$ cat src/rtl/dpa_pkg.sv
package dpa_pkg;
  localparam int unsigned NCH = 2;

  typedef enum logic [1:0] {
    ST_IDLE = 2'd0,
    ST_BUSY = 2'd1,
    ST_LOAN = 2'd2
  } arb_st_t;

  // Winner of one decision: a lone request wins, differing priorities pick
  // the high channel, equal priorities follow the rotation pointer.
  function automatic logic pick_ch(input logic [NCH-1:0] req,
                                   input logic [NCH-1:0] prio,
                                   input logic hi_ptr);
    if (req == 2'b01) return 1'b0;
    if (req == 2'b10) return 1'b1;
    if (prio[0] ^ prio[1]) return prio[1];
    return hi_ptr;
  endfunction

  function automatic logic [NCH-1:0] ch_onehot(input logic ch);
    return ch ? 2'b10 : 2'b01;
  endfunction
endpackage

$ cat src/rtl/dpa_req_route.sv
module dpa_req_route
  import dpa_pkg::*;
(
  input  logic [NCH-1:0] ch_en,
  input  logic [NCH-1:0] ch_use_int,
  input  logic [NCH-1:0] ext_req,
  input  logic           src_sel,
  input  logic           tmr_req,
  input  logic           ser_tx_req,
  input  logic           ser_rx_req,
  output logic [NCH-1:0] int_line,
  output logic [NCH-1:0] req
);
  logic [NCH-1:0] ser_line;
  assign ser_line = {ser_rx_req, ser_tx_req};

  for (genvar i = 0; i < NCH; i++) begin : g_ch
    assign int_line[i] = src_sel ? ser_line[i] : tmr_req;
    assign req[i]      = ch_en[i] & (ch_use_int[i] ? int_line[i] : ext_req[i]);
  end
endmodule

$ cat src/rtl/dpa_pick.sv
module dpa_pick
  import dpa_pkg::*;
(
  input  logic [NCH-1:0] req,
  input  logic [NCH-1:0] prio,
  input  logic           hi_ptr,
  output logic           any_req,
  output logic           win_ch,
  output logic           rot_mode
);
  assign any_req  = |req;
  assign win_ch   = pick_ch(req, prio, hi_ptr);
  assign rot_mode = ~(prio[0] ^ prio[1]);
endmodule

$ cat src/rtl/dpa_rot_ptr.sv
module dpa_rot_ptr #(
  parameter logic RESET_HI_CH = 1'b1
) (
  input  logic clk,
  input  logic rst,
  input  logic upd,
  input  logic done_ch,
  output logic hi_ptr
);
  always_ff @(posedge clk) begin
    if (rst)      hi_ptr <= RESET_HI_CH;
    else if (upd) hi_ptr <= ~done_ch;
  end

  AST_PTR_HANDOFF: assert property (@(posedge clk) disable iff (rst)
    upd |=> hi_ptr != $past(done_ch));
endmodule

$ cat src/rtl/dma_pair_arbiter.sv
module dma_pair_arbiter
  import dpa_pkg::*;
#(
  parameter logic RESET_HI_CH = 1'b1
) (
  input  logic       clk,
  input  logic       rst,
  input  logic [1:0] ch_en,
  input  logic [1:0] ch_prio,
  input  logic [1:0] ch_use_int,
  input  logic [1:0] ext_req,
  input  logic       src_sel,
  input  logic       tmr_req,
  input  logic       ser_tx_req,
  input  logic       ser_rx_req,
  input  logic       xfer_done,
  input  logic       owner_gap,
  output logic [1:0] grant,
  output logic       grant_vld
);
  arb_st_t        st;
  logic           own_ch;
  logic           held_ch;
  logic [NCH-1:0] int_line;
  logic [NCH-1:0] req;
  logic           any_req;
  logic           win_ch;
  logic           rot_mode;
  logic           hi_ptr;

  // Named internal events
  logic idle_now;
  logic done_now;
  logic ptr_upd;
  logic loan_go;
  logic start_go;

  dpa_req_route u_route (
    .ch_en(ch_en), .ch_use_int(ch_use_int), .ext_req(ext_req),
    .src_sel(src_sel), .tmr_req(tmr_req), .ser_tx_req(ser_tx_req),
    .ser_rx_req(ser_rx_req), .int_line(int_line), .req(req)
  );

  dpa_pick u_pick (
    .req(req), .prio(ch_prio), .hi_ptr(hi_ptr),
    .any_req(any_req), .win_ch(win_ch), .rot_mode(rot_mode)
  );

  dpa_rot_ptr #(.RESET_HI_CH(RESET_HI_CH)) u_ptr (
    .clk(clk), .rst(rst), .upd(ptr_upd), .done_ch(own_ch), .hi_ptr(hi_ptr)
  );

  assign idle_now = (st == ST_IDLE);
  assign done_now = xfer_done && !idle_now;
  assign ptr_upd  = done_now && rot_mode;
  assign start_go = idle_now && any_req;
  assign loan_go  = (st == ST_BUSY) && !xfer_done && owner_gap && req[~own_ch];

  always_ff @(posedge clk) begin
    if (rst) begin
      st      <= ST_IDLE;
      own_ch  <= 1'b0;
      held_ch <= 1'b0;
    end else begin
      unique case (st)
        ST_IDLE: if (start_go) begin
          st     <= ST_BUSY;
          own_ch <= win_ch;
        end
        ST_BUSY: begin
          if (xfer_done) st <= ST_IDLE;
          else if (loan_go) begin
            st      <= ST_LOAN;
            held_ch <= own_ch;
            own_ch  <= ~own_ch;
          end
        end
        ST_LOAN: if (xfer_done) begin
          st     <= ST_BUSY;
          own_ch <= held_ch;
        end
        default: st <= ST_IDLE;
      endcase
    end
  end

  assign grant_vld = !idle_now;
  assign grant     = idle_now ? 2'b00 : ch_onehot(own_ch);

  AST_RESET_CLEARS: assert property (@(posedge clk)
    rst |=> (!grant_vld && grant == 2'b00 && hi_ptr == RESET_HI_CH));
  AST_FIXED_WINS: assert property (@(posedge clk) disable iff (rst)
    (idle_now && req == 2'b11 && (ch_prio[0] ^ ch_prio[1])) |=> grant == $past(ch_prio));
  AST_NO_REQ_NO_GRANT: assert property (@(posedge clk) disable iff (rst)
    (idle_now && req == 2'b00) |=> !grant_vld);
  AST_GRANT_SHAPE: assert property (@(posedge clk) disable iff (rst)
    $onehot0(grant) && (grant_vld == (grant != 2'b00)));
  AST_GRANT_HELD: assert property (@(posedge clk) disable iff (rst)
    (grant_vld && !xfer_done && !loan_go) |=> $stable(grant));
  AST_DONE_RELEASES: assert property (@(posedge clk) disable iff (rst)
    ((st == ST_BUSY) && xfer_done) |=> !grant_vld);
  AST_LOAN_RETURN: assert property (@(posedge clk) disable iff (rst)
    ((st == ST_LOAN) && xfer_done) |=> grant == ch_onehot($past(held_ch)));
endmodule

$ cat config.mk
export PLATFORM = sky130hd
export DESIGN_NAME = dma_pair_arbiter
export DESIGN_NICKNAME = d
export VERILOG_FILES = /design/src/rtl/dpa_pkg.sv /design/src/rtl/dpa_req_route.sv /design/src/rtl/dpa_pick.sv /design/src/rtl/dpa_rot_ptr.sv /design/src/rtl/dma_pair_arbiter.sv
export SDC_FILE = /design/constraint.sdc
export NUM_CORES = 1
export LEC_CHECK = 0
export ABC_AREA = 1
export BUFFER_PORTS_ARGS = -buffer_cell sky130_fd_sc_hd__buf_2
export CAP_MARGIN = 20
export CELL_PAD_IN_SITES_DETAIL_PLACEMENT = 1
export CELL_PAD_IN_SITES_GLOBAL_PLACEMENT = 1
export CORE_AREA = 3 3 49 51
export CTS_CLUSTER_SIZE = 16
export DETAILED_ROUTE_END_ITERATION = 12
export DIE_AREA = 0 0 52 54
export HOLD_SLACK_MARGIN = 0.02
export PLACE_DENSITY_LB_ADDON = 0.25
export SYNTH_ARGS = -nofsm -noshare
export SYNTH_HDL_FRONTEND = slang
export SYNTH_HIERARCHICAL = 1
export SYNTH_SLANG_ARGS = --single-unit
export TNS_END_PERCENT = 20
$ cat constraint.sdc
create_clock -name clk -period 1.7 [get_ports clk]
set_input_delay 0.17 -clock clk [delete_from_list [all_inputs] [get_ports clk]]
set_output_delay 0.17 -clock clk [all_outputs]
set_load 0.03 [all_outputs]
==> flow_summary.json, run 1 <==
{
  "irDropWorstVdd_v": 0.000541,
  "post-route-drc-count": 0,
  "finalPower_w": 0.000924,
  "place_inst": 137,
  "multiInputGateArea_um2": 334,
  "fp-row-count": 16,
  "fin_crit_ns": 1.52,
  "p_leak_nw": 0.405,
  "cts.path.max_buffers": 2,
  "fillers": 282,
  "fmax_mhz": 660,
  "grt_pass1_wl_um": 2260,
  "clkTransAtPathRegs_ns": 0.05,
  "synth_nets": 113,
  "cts_buffers": 3,
  "r2r_start": "st[0]$_SDFFE_PP0P_",
  "finish.instance_area_um2": 667,
  "avgSynthCellArea_um2": 5.62,
  "worst_ep_required_time_ns": 1.53,
  "htreeDepth": 1,
  "startpoint_type": "flop",
  "power.density_mw_per_mm2": 1390,
  "maxSlewViolCount": 0,
  "r2r_end": "own_ch$_SDFFE_PP0P_",
  "endpoint_kind": "output port",
  "drive_above_1_share_pct": 27.2,
  "status": "completed",
  "critPathKind": "reg -> out",
  "die_h_um": 54,
  "viasPerCell": 4.13,
  "wl_per_cell_um": 8.98,
  "holdPathEnd": "held_ch$_SDFFE_PP0P_",
  "worstPathBufferInverterCount": 2,
  "critPathMaxFanout": 5,
  "place_hpwl_um": 1110,
  "portBuffers": 18,
  "slowest_delay_ns": 0.41,
  "slowest_stage": "dfxtp_1",
  "grt_max_degree": 7,
  "hold_viol": 0,
  "rsz0062_at_grt": "false",
  "crit_chain": "inv_1, ha_1, nor2_1, buf_2",
  "finalCritPeriodShare_pct": 89.2,
  "seq_area_um2": 100,
  "worst-path-stages": 4,
  "cts_sinks": 5,
  "crit_arrival_ns": 1.35,
  "finClkSkew_ns": 0.00695,
  "tritoncts": "done",
  "tightest_slew_ns": 0.253,
  "pre_cts_slack_ns": 0.250,
  "critPathTopFamily": "flip-flops",
  "synth_area_um2": 517,
  "hold_depth": 2,
  "maxCapViolCount": 0,
  "initial_core_util_pct": 26.1,
  "fin_cells": 141,
  "setup_slack_ns": 0.184,
  "via_count": 582,
  "r2r_slack_ns": 0.28,
  "first_iter_violations": 1,
  "grt_remaining_overflow": 0,
  "hold_buffers": 0,
  "hold_path.class": "in -> reg",
  "grtUsageTotal_pct": 10.9,
  "num-nets-final": 136,
  "area_delta_synth_final_pct": 29.1,
  "grt_pass1_vias": 591,
  "dieArea_mm2": 0.00281,
  "wirelength_um": 1270,
  "r2r_cells": 7,
  "clockRootBuffer": "clkbuf_4",
  "yosysWarnings": 6,
  "finalWeightedCongestion": 0.756,
  "worstHoldStart": "rst",
  "postRouteAntennaNets": 0,
  "syn_inst": 92,
  "placed_area_um2": 641,
  "core_mm2": 0.00198,
  "n_antenna_cell": 0,
  "tns_ns": 0,
  "setup_viol": 0,
  "post_cts_resized": 0,
  "first_pass_iters": 2,
  "antenna_found_initial": 0,
  "clk_latency_ns": 0.25,
  "postCtsSetupRepairBufs": 0,
  "die_w_um": 52,
  "slew-limit-headroom_pct": 83.1,
  "ios": 19
}
layout by cell type, fill, tap and decap left out:
| cell | n |
|---|---|
| clkbuf_1 | 1 |
| and2_1 | 1 |
| or2_0 | 1 |
| o21ai_2 | 1 |
| inv_2 | 2 |
| inv_1 | 20 |
| nor2_1 | 12 |
| nand2_2 | 4 |
| nand3_1 | 8 |
| nand3_2 | 1 |
| ha_1 | 5 |
| dfxtp_1 | 5 |
| clkbuf_4 | 3 |
| nor2_2 | 1 |
| nand2_1 | 26 |
| buf_2 | 18 |
| a21oi_1 | 4 |
| or2_2 | 1 |
metrics by stage:
step | util [%] | hold WS (ns)
floorplan | - | 0.239
global placement | 32.3 | 0.383
detailed placement | 32.3 | 0.387
CTS | 33.6 | 0.127
global route | 33.6 | 0.133
finish | 33.6 | 0.134
worst max-delay path by stage:
| stage | startpoint | end | slack (ns) |
|---|---|---|---|
| 2_1_floorplan | st[0]$_SDFFE_PP0P_ | own_ch$_SDFFE_PP0P_ | 0.38 |
| 3_3_place_gp | src_sel | own_ch$_SDFFE_PP0P_ | 0.28 |
| 3_5_place_dp | src_sel | own_ch$_SDFFE_PP0P_ | 0.25 |
| 4_1_cts | st[0]$_SDFFE_PP0P_ | grant[1] | 0.16 |
| 5_1_grt | st[0]$_SDFFE_PP0P_ | grant[1] | 0.04 |
| 6_report | st[0]$_SDFFE_PP0P_ | grant[1] | 0.18 |
power by group:
group,switching [W],internal [W]
Clock,0.0000517,0.0000890
Combinational,0.000363,0.000210
Sequential,0.0000537,0.000157
Total,0.000468,0.000455
layer usage:
metal,vias to the layer above,share of wire [%],track usage [%]
met5,-,0,0
met4,0,0,1.31
met3,0,8.5,5.82
met2,15,46,19.0
met1,251,45,12.0
li1,316,-,-
final cells by class:
cell class,instances,area share (%)
clock buffers,4,3.94
multi-input cells,65,50.1
inverters,22,12.4
well taps,27,5.07
flip-flops and latches,5,15.0
repair buffers,18,13.5
worst register-to-register path: stages, from the launching register on:
cell     delay, ns
dfxtp_1       0.41
inv_1         0.09
ha_1          0.30
or2_2         0.27
nand2_1       0.07
nand3_1       0.07
nand2_1       0.06
nor2_1        0.03
state kept, by name, summed over array words and instances, names as in the netlist:
| signal | cells |
|---|---|
| held_ch | 1 |
| st | 2 |
| own_ch | 1 |
| u_ptr/hi_ptr | 1 |
Power figures use the tool's default switching activity.
==> inputs of run 2 (changes only) <==
ABC_AREA = unset   (was 1)
CORE_AREA = 3 3 48 50   (was 3 3 49 51)
DIE_AREA = 0 0 51 53   (was 0 0 52 54)
==> flow_summary.json, run 2 <==
{
  "grtUsageTotal_pct": 11.3,
  "n_antenna_cell": 0,
  "die_h_um": 53,
  "clk_latency_ns": 0.24,
  "endpoint_kind": "output port",
  "initial_core_util_pct": 25.5,
  "fmax_mhz": 630,
  "maxCapViolCount": 0,
  "wirelength_um": 1350,
  "grt_pass1_vias": 534,
  "largest_reg_flops": 2,
  "place_hpwl_um": 1180,
  "final_common_cell": "buf_2",
  "status": "completed",
  "tritoncts": "done",
  "postCtsSetupRepairBufs": 0,
  "first_pass_iters": 4,
  "fillers": 260,
  "first_iter_violations": 6,
  "power.density_mw_per_mm2": 755,
  "htreeDepth": 1,
  "ios": 19,
  "critPathKind": "reg -> out",
  "finClkSkew_ns": 0.00346,
  "grt_remaining_overflow": 0,
  "setup_viol": 0,
  "postRouteAntennaNets": 0,
  "post_cts_resized": 0,
  "portBuffers": 18,
  "critPathTopFamily": "buffers and inverters",
  "fin_crit_ns": 1.59,
  "worstPathBufferInverterCount": 3,
  "worst_ep_required_time_ns": 1.53,
  "hold_viol": 0,
  "critPathMaxFanout": 4,
  "rsz0062_at_grt": "true",
  "slew-limit-headroom_pct": 77.1,
  "viasPerCell": 4.60,
  "grt_pass1_wl_um": 2260,
  "largest_register": "st",
  "grt_max_degree": 8,
  "maxSlewViolCount": 0,
  "synth_nets": 83,
  "tns_ns": 0,
  "clkTransAtPathRegs_ns": 0.05,
  "finalCritPeriodShare_pct": 93.4,
  "cts_sinks": 5,
  "placed_area_um2": 641,
  "syn_inst": 62,
  "post-route-drc-count": 0,
  "synth_area_um2": 494,
  "slowest_delay_ns": 0.37,
  "core_mm2": 0.00194,
  "cts_buffers": 3,
  "crit_arrival_ns": 1.42,
  "wl_per_cell_um": 11.8,
  "most-common-layout-cells": "buf_2, nand2_1, o21ai_0",
  "clockRootBuffer": "clkbuf_4",
  "p_leak_nw": 0.308,
  "drive_above_1_share_pct": 34.5,
  "antenna_found_initial": 0,
  "cts.path.max_buffers": 2,
  "startpoint_type": "flop",
  "utilization_pct": 34.3,
  "avgSynthCellArea_um2": 7.97,
  "yosysWarnings": 6,
  "finalWeightedCongestion": 0.786,
  "num-nets-final": 109,
  "hold_path.class": "in -> reg",
  "irDropWorstVdd_v": 0.000350,
  "finalPower_w": 0.000504,
  "crit_chain": "inv_1, ha_1, buf_4, nor2b_1, buf_2",
  "via_count": 524,
  "dieArea_mm2": 0.00270,
  "hold_buffers": 0,
  "tightest_slew_ns": 0.342,
  "fp-row-count": 16,
  "slowest_stage": "dfxtp_1",
  "finish.instance_area_um2": 667,
  "die_w_um": 51,
  "area_delta_synth_final_pct": 34.9
}
## run 2: cell count changes in the layout (fill, tap and decap cells not counted), sizes merged, moves of 2 or more
cell,change
a31oi,+2
inv,-17
buf,+3
nand2,-22
and3,+2
nand3,-8
nor2,-10
nand2b,+5
o21ai,+5
nor2b,+5
## run 2: cell type report
type / count / area [um2] / share of cell area [%]
inverter: 5 / 18.8 / 2.81
multi-input combinational: 52 / 375 / 56.3
clock buffer: 4 / 26.3 / 3.94
timing repair buffer: 21 / 113 / 16.9
tap: 27 / 33.8 / 5.07
sequential: 5 / 100 / 15.0
## run 2: power breakdown
| group | switching [W] | total [W] | internal [W] |
|---|---|---|---|
| clock | 0.0000529 | 0.000142 | 0.0000890 |
| sequential | 0.0000181 | 0.000148 | 0.000130 |
| combinational | 0.000115 | 0.000214 | 0.0000983 |
| total | 0.000186 | 0.000504 | 0.000317 |
## run 2: final timing paths
| check | slack [ns] | start | end | depth (start not counted) |
|---|---|---|---|---|
| max | 0.11 | st[0]$_SDFFE_PP0P_ | grant[1] | 5 |
| max reg2reg | 0.13 | st[0]$_SDFFE_PP0P_ | own_ch$_SDFFE_PP0P_ | 6 |
| min | 0.16 | rst | st[1]$_SDFFE_PP0P_ | 2 |
| min reg2reg | 0.48 | held_ch$_SDFFE_PP0P_ | held_ch$_SDFFE_PP0P_ | 2 |
## run 2: per-stage QoR
step	instances	worst slack (ns)	hold slack, ns
6_report	114	0.113	0.159
5_1_grt	114	-0.00104	0.151
4_1_cts	114	0.101	0.156
3_5_place_dp	110	-0.0834	0.417
3_3_place_gp	110	-0.0317	0.420
2_1_floorplan	62	0.249	0.239
## run 2: layer usage
metal / track usage, % / up-vias / part of all wire [%]
met5: 0 / - / 0
met4: 5.38 / 0 / 1.0
met3: 4.23 / 2 / 4.9
met2: 19.3 / 8 / 49
met1: 12.3 / 249 / 45
li1: - / 265 / -
==> inputs of run 3 (changes only) <==
==> constraint.sdc (replaced) <==
create_clock -name clk -period 1.7 [get_ports clk]
set_input_delay 0.085 -clock clk [delete_from_list [all_inputs] [get_ports clk]]
set_output_delay 0.085 -clock clk [all_outputs]
set_load 0.03 [all_outputs]
==> flow_summary.json, run 3 (synthesis gave the netlist of run 2 again) <==
{
  "first_iter_violations": 10,
  "largest_reg_flops": 2,
  "fillers": 259,
  "num-nets-final": 108,
  "maxCapViolCount": 0,
  "antenna_found_initial": 0,
  "drive_above_1_share_pct": 34.9,
  "setup_slack_ns": 0.0886,
  "status": "completed",
  "ios": 19,
  "post-route-drc-count": 0,
  "slew-limit-headroom_pct": 75.6,
  "largest_register": "st",
  "n_antenna_cell": 0,
  "power.density_mw_per_mm2": 766,
  "cts.path.max_buffers": 2,
  "startpoint_type": "flop",
  "finalCritPeriodShare_pct": 94.8,
  "most-common-layout-cells": "buf_2, nand2_1, o21ai_0",
  "rsz0062_at_grt": "false",
  "wl_per_cell_um": 12.1,
  "clk_latency_ns": 0.25,
  "postCtsSetupRepairBufs": 0,
  "irDropWorstVdd_v": 0.000371,
  "worst_ep_required_time_ns": 1.83,
  "grt_pass1_wl_um": 2240,
  "clockRootBuffer": "clkbuf_4",
  "die_w_um": 51,
  "cts_sinks": 5,
  "via_count": 529,
  "seq_area_um2": 101,
  "grt_pass1_vias": 508,
  "dieArea_mm2": 0.00270,
  "core_mm2": 0.00194,
  "tightest_slew_ns": 0.362,
  "maxSlewViolCount": 0,
  "fmax_mhz": 621,
  "hold_depth": 2,
  "multiInputGateArea_um2": 375,
  "hold_viol": 0,
  "finClkSkew_ns": 0.00204,
  "critPathKind": "reg -> reg",
  "r2r_start": "st[0]$_SDFFE_PP0P_",
  "hold_buffers": 0,
  "pre_cts_slack_ns": 0.0482,
  "fp-row-count": 16,
  "area_delta_synth_final_pct": 33.7,
  "grt_max_degree": 8,
  "finalWeightedCongestion": 0.797,
  "tritoncts": "done",
  "place_hpwl_um": 1130,
  "p_leak_nw": 0.303,
  "initial_core_util_pct": 25.5,
  "grt_remaining_overflow": 0,
  "portBuffers": 18,
  "worstHoldStart": "rst",
  "crit_arrival_ns": 1.75,
  "htreeDepth": 1,
  "final_common_cell": "buf_2",
  "wirelength_um": 1370,
  "tns_ns": 0,
  "startpoint": "st[0]$_SDFFE_PP0P_",
  "r2r_cells": 7,
  "viasPerCell": 4.68,
  "first_pass_iters": 4,
  "setup_viol": 0,
  "grtUsageTotal_pct": 11.5,
  "postRouteAntennaNets": 0,
  "cts_buffers": 3,
  "critPathMaxFanout": 4,
  "hold_path.class": "in -> reg",
  "clkTransAtPathRegs_ns": 0.05,
  "fin_crit_ns": 1.61,
  "endpoint_kind": "flop",
  "die_h_um": 53
}
-- run 3: cell types whose count changed in the layout (fill, tap and decap cells not counted), sizes merged --
cell	previous run	this run
buf	21	20
-- run 3: stage by stage --
stage / util (%) / instance area [um2] / hold WS (ns) / std cells / power, W
after floorplan: - / 494 / 0.154 / 62 / 0.000284
after global placement: 32.6 / 633 / 0.334 / 109 / 0.000358
after CTS: 34.0 / 659 / 0.0688 / 113 / 0.000514
final: 34.0 / 661 / 0.0721 / 113 / 0.000506
after global routing: 34.0 / 661 / 0.0749 / 113 / 0.000549
after detailed placement: 32.6 / 633 / 0.337 / 109 / 0.000361
-- run 3: area by class of cell --
class                           instances  share of cell area, %
Multi-Input combinational cell         52                   56.8
Timing Repair Buffer                   20                   15.9
Sequential cell                         5                   15.3
Tap cell                               27                   5.11
Clock buffer                            4                   3.98
Inverter                                5                   2.84
-- run 3: worst max-delay path, stage by stage (launching register included) --
cell and delay (ns):
dfxtp_2 0.33, inv_1 0.09, ha_1 0.26, inv_1 0.07, o21ai_0 0.33, buf_4 0.18, o21ai_0 0.09, o311a_1 0.13
-- run 3: worst paths after layout --
path / endpoint / slack, ns
hold reg to reg: held_ch$_SDFFE_PP0P_ / 0.47
hold / removal: st[1]$_SDFFE_PP0P_ / 0.07
setup / recovery: st[0]$_SDFFE_PP0P_ / 0.09
setup reg to reg: st[0]$_SDFFE_PP0P_ / 0.09
-- run 3: repair_timing --
item,4_1_cts,5_1_grt
setup endpoints to repair,0,3
gates resized for setup,0,1
endpoints found under the hold margin,0,0
-- run 3: routing by layer --
layer	part of all wire (%)	GRT usage (%)
met5	0	0
met4	0.66	6.73
met3	4.5	3.66
met2	49	18.0
met1	46	13.7
-- run 3: power by group --
part           switching [W]  internal [W]
sequential         0.0000183      0.000131
combinational       0.000115     0.0000969
clock              0.0000553     0.0000892
